[config.mk]
export PLATFORM = sky130hd
export DESIGN_NAME = word_funnel_xtr
export DESIGN_NICKNAME = d
export VERILOG_FILES = /design/src/rtl/word_funnel_xtr.sv
export SDC_FILE = /design/constraint.sdc
export NUM_CORES = 1
export LEC_CHECK = 0
export ABC_AREA = 1
export BUFFER_PORTS_ARGS = -buffer_cell sky130_fd_sc_hd__clkbuf_2
export CAP_MARGIN = 25
export CORE_UTILIZATION = 49
export DETAILED_ROUTE_END_ITERATION = 12
export GPL_TIMING_DRIVEN = 0
export PLACE_DENSITY = 0.82
export SLEW_MARGIN = 20
export SYNTH_ARGS = -nofsm -noshare
export SYNTH_HDL_FRONTEND = slang
export SYNTH_SLANG_ARGS = --single-unit
export TNS_END_PERCENT = 10
[constraint.sdc]
create_clock -name clk -period 4.18 [get_ports clk]
set_input_delay 0.836 -clock clk [delete_from_list [all_inputs] [get_ports clk]]
set_output_delay 0.836 -clock clk [all_outputs]
set_load 0.03 [all_outputs]
[src/rtl/word_funnel_xtr.sv]
module word_funnel_xtr #(
  parameter int WORD_W = 32,
  parameter int SPEC_W = 5
) (
  input  logic                clk,
  input  logic                rst_n,
  input  logic                req_vld,
  input  logic                wide_mode,
  input  logic                use_imm,
  input  logic [SPEC_W-1:0]   src_spec,
  input  logic [2*WORD_W-1:0] opnd,
  input  logic [2*WORD_W-1:0] pos_opnd,
  input  logic [$clog2(WORD_W)-1:0] pos_imm,
  output logic [SPEC_W-1:0]   rf_addr_lo,
  output logic [SPEC_W-1:0]   rf_addr_hi,
  input  logic [WORD_W-1:0]   rf_rdata_lo,
  input  logic [WORD_W-1:0]   rf_rdata_hi,
  output logic [2*WORD_W-1:0] res,
  output logic                res_vld
);
  localparam int SRC_W = 2 * WORD_W;
  localparam int POS_W = $clog2(WORD_W);

  logic             vld_q, wide_q;
  logic [POS_W-1:0] pos_q;
  logic [SRC_W-1:0] opnd_q;
  logic [SRC_W-1:0] stg [POS_W+1];
  logic [WORD_W-1:0] word;

  assign rf_addr_lo = {src_spec[SPEC_W-1:1], 1'b0};
  assign rf_addr_hi = {src_spec[SPEC_W-1:1], 1'b1};

  always_ff @(posedge clk or negedge rst_n) begin
    if (!rst_n) begin
      vld_q  <= 1'b0;
      wide_q <= 1'b0;
      pos_q  <= '0;
      opnd_q <= '0;
    end else begin
      vld_q <= req_vld;
      if (req_vld) begin
        wide_q <= wide_mode;
        pos_q  <= use_imm ? pos_imm : pos_opnd[POS_W-1:0];
        opnd_q <= opnd;
      end
    end
  end

  assign stg[0] = wide_q ? opnd_q : {rf_rdata_hi, rf_rdata_lo};

  for (genvar k = 0; k < POS_W; k++) begin : g_shift
    assign stg[k+1] = pos_q[k] ? (stg[k] >> (1 << k)) : stg[k];
  end

  assign word    = stg[POS_W][WORD_W-1:0];
  assign res_vld = vld_q;
  assign res     = !vld_q ? '0 :
                   wide_q ? {{WORD_W{word[WORD_W-1]}}, word} :
                            {{WORD_W{1'b0}}, word};

  AST_VLD_AFTER_REQ: assert property (@(posedge clk) disable iff (!rst_n)
    req_vld |=> res_vld) else $error("valid missing after request");
  AST_NO_STRAY_VLD: assert property (@(posedge clk) disable iff (!rst_n)
    !req_vld |=> !res_vld) else $error("valid without request");
  AST_IDLE_ZERO: assert property (@(posedge clk) disable iff (!rst_n)
    !res_vld |-> (res == '0)) else $error("result not zero when idle");
  AST_NARROW_UPPER: assert property (@(posedge clk) disable iff (!rst_n)
    (res_vld && !wide_q) |-> (res[SRC_W-1:WORD_W] == '0)) else $error("narrow upper half");
  AST_WIDE_SIGN: assert property (@(posedge clk) disable iff (!rst_n)
    (res_vld && wide_q) |-> (res[SRC_W-1:WORD_W] == {WORD_W{res[WORD_W-1]}})) else $error("wide sign");
  AST_ZERO_POS: assert property (@(posedge clk) disable iff (!rst_n)
    (res_vld && !wide_q && pos_q == '0) |-> (res[WORD_W-1:0] == rf_rdata_lo)) else $error("offset zero");
endmodule

==> impl_metrics.env <==
export IMPL_dr_pass1_iters=6
export IMPL_fin_crit_sh=0.9430
export IMPL_grt_max_degree=56
export IMPL_ant_nets=0
export IMPL_place_area_mm2=0.007923
export IMPL_synth_cells=1003
export IMPL_drive_gt1_frac=0.3004
export IMPL_multi_input_area_mm2=0.004126
export IMPL_clk_pin_slew_worst_paths_ns=0.06
export IMPL_grt_usage=0.4043
export IMPL_final_area_mm2=0.008212
export IMPL_fmax_mhz=253.7
export IMPL_period_minus_slack_ns=3.942
export IMPL_io_pins=282
export IMPL_htreeDepth=3
export IMPL_synthDistinctLibCells=20
export IMPL_syn_num_nets=1210
export IMPL_timing_rr_start="pos_q[4]"
export IMPL_num_vias=8593
export IMPL_drt_initial_drc_count=1230
export IMPL_critPathCaptureType="output pin"
export IMPL_yosys_warnings=0
export IMPL_nets=1437
export IMPL_startpoint="pos_q[1]"
export IMPL_drcViolationCount=0
export IMPL_die_x_um=118.0
export IMPL_areaGrowthSynthToFinish_pct=24.63
export IMPL_grt_antenna_before_repair=0
export IMPL_peakVddDrop_mv=0.2280
export IMPL_setup_viol=0
export IMPL_clock_path_buffers=2
export IMPL_hold_path_class="input port to asynchronous set/reset pin"
export IMPL_tightest_slew_ns=0.8960
export IMPL_viasPerCell=6.086
export IMPL_dieHeight_um=118.0
export IMPL_cp_max_fo=24
export IMPL_rsz0062_at_grt="false"
export IMPL_start_kind="flop"
export IMPL_grt_pass1_wl_um=43010
export IMPL_grt_ovfl_total=0
export IMPL_numCtsBuffers=9
export IMPL_relSlewSlack=0.4027
export IMPL_seq_area_frac_synth=0.2659
export IMPL_regArea_mm2=0.001752
export IMPL_syn_area_per_cell_um2=6.569
export IMPL_slew_viol_final=0
export IMPL_setup_tns_final_ns=0
export IMPL_fillers=1299
export IMPL_ys_seq_elements=70
export IMPL_port_buffer_count=213
export IMPL_wirelength_um=27930
export IMPL_crit_type="flop to output pin"
export IMPL_dp_cells=1394
export IMPL_initial_core_util=0.4995
export IMPL_final_util=0.6226
export IMPL_rows=42
export IMPL_clk_latency_ns=0.35
export IMPL_core_mm2=0.01319
export IMPL_cts_tree="done"
export IMPL_hpwl_um=22370
export IMPL_gp_congestion=1.041
export IMPL_wl_per_cell_um=19.78
export IMPL_final_hold_viol_count=0
export IMPL_arrival_ns=3.11
export IMPL_max_cap_violations=0
export IMPL_crit_required_ns=3.34
export IMPL_skew_ns=0
export IMPL_p_leak_nw=4.197
export IMPL_synth_area_mm2=0.006589
export IMPL_cts_root_buf="clkbuf_16"
export IMPL_pwr_density_cell_mw_per_mm2=381.6
export IMPL_outcome="complete, no violations"
export IMPL_grt_pass1_vias=7928
export IMPL_die_area_mm2=0.01391
export IMPL_numClockSinks=70
export IMPL_stdcell_count=1412
cells by family (layout without fill, tap and decap cells):
family          count (synthesis)  in the layout  share of synthesized area
simple gates                  689            689                     0.4763
buf+inv                       129            361                     0.1090
mux                            63             63                     0.1077
compound gates                 50             50                    0.04007
other cells                     2              3                   0.001140
flops                          70             70                     0.2659
report_power, final:
group	total [mW]	switching, mW	internal (mW)
combinational	1.62	1.11	0.517
clock	0.728	0.323	0.405
sequential	0.782	0.0362	0.745
total	3.13	1.47	1.67
routing by layer:
metal,GRT usage,vias up,part of all wire
li1,-,3917,-
met1,0.5491,3979,0.41
met2,0.6040,609,0.43
met3,0.1134,88,0.12
met4,0.1603,0,0.036
met5,0,-,0
what timing repair did:
action,CTS,global route
setup buffers,0,1
setup endpoints to repair,0,24
hold buffers,0,0
gates resized for setup,0,1
stage by stage:
step                hold slack (ns)  total power [mW]  setup slack (ns)
finish                       0.3862             3.134            0.2383
floorplan                    0.4806             1.842            0.1915
detailed placement           0.4958             2.345            0.5579
CTS                          0.3988             3.069            0.1747
global placement             0.4902             2.335           -0.2546
global route                 0.4065             3.284            0.1123
worst max-delay path, stage by stage (launching register included):
cell,delay (ns)
dfrtp_1,0.35
buf_2,0.18
clkinv_1,0.21
clkbuf_1,0.51
nand3_1,0.18
nand3_1,0.17
nand3_1,0.14
nand3_1,0.11
nand3_1,0.20
nor2_4,0.19
buf_8,0.18
buf_4,0.13
clkbuf_2,0.19
registers in the layout, summed over array words and instances (netlist names):
| signal | flops |
|---|---|
| opnd_q | 63 |
| pos_q | 5 |
| res_vld | 1 |
| wide_q | 1 |
cells in the final DEF (no fill, tap or decap), drive strengths merged:
cell,n
o211ai,3
clkinv,3
nand2,227
diode,1
o21ai,19
buf,93
o22ai,5
dfrtp,70
and3,2
inv,9
a21oi,23
clkbuf,253
nand3,437
nor2,23
clkinvlp,3
mux2,63
conb,2
cell usage after synthesis (all sizes together):
cell type | count | area, um^2
nor2 | 23 | 86.33
clkbuf | 30 | 112.6
conb | 2 | 7.510
o211ai | 3 | 22.52
nand3 | 437 | 2187
inv | 7 | 26.27
dfrtp | 70 | 1752
clkinv | 2 | 7.510
o21ai | 19 | 95.09
and3 | 2 | 12.51
mux2 | 63 | 709.4
o22ai | 5 | 31.28
buf | 90 | 571.8
a21oi | 23 | 115.1
nand2 | 227 | 852.1
layout make-up:
| type | instances | area share |
|---|---|---|
| diodes | 1 | 0.0003047 |
| plain buffers | 120 | 0.08335 |
| clock buffers | 10 | 0.02788 |
| clock inverters | 6 | 0.005485 |
| inverters | 9 | 0.004114 |
| multi-input cells | 804 | 0.5025 |
| flip-flops and latches | 70 | 0.2133 |
| well taps | 176 | 0.02682 |
| repair buffers | 216 | 0.1362 |
path summary, 6_finish.rpt:
path                         endpoint  slack (ns)  cells past startpoint
max in group asynchronous  opnd_q[26]        3.22                      2
hold / removal              opnd_q[5]        0.39                      1
min in group clk           opnd_q[18]        0.51                      1
setup reg to reg             pos_q[4]        2.29                      5
hold reg to reg            opnd_q[18]        0.51                      1
setup / recovery              res[52]        0.24                     12
Power figures use the tool's default switching activity.
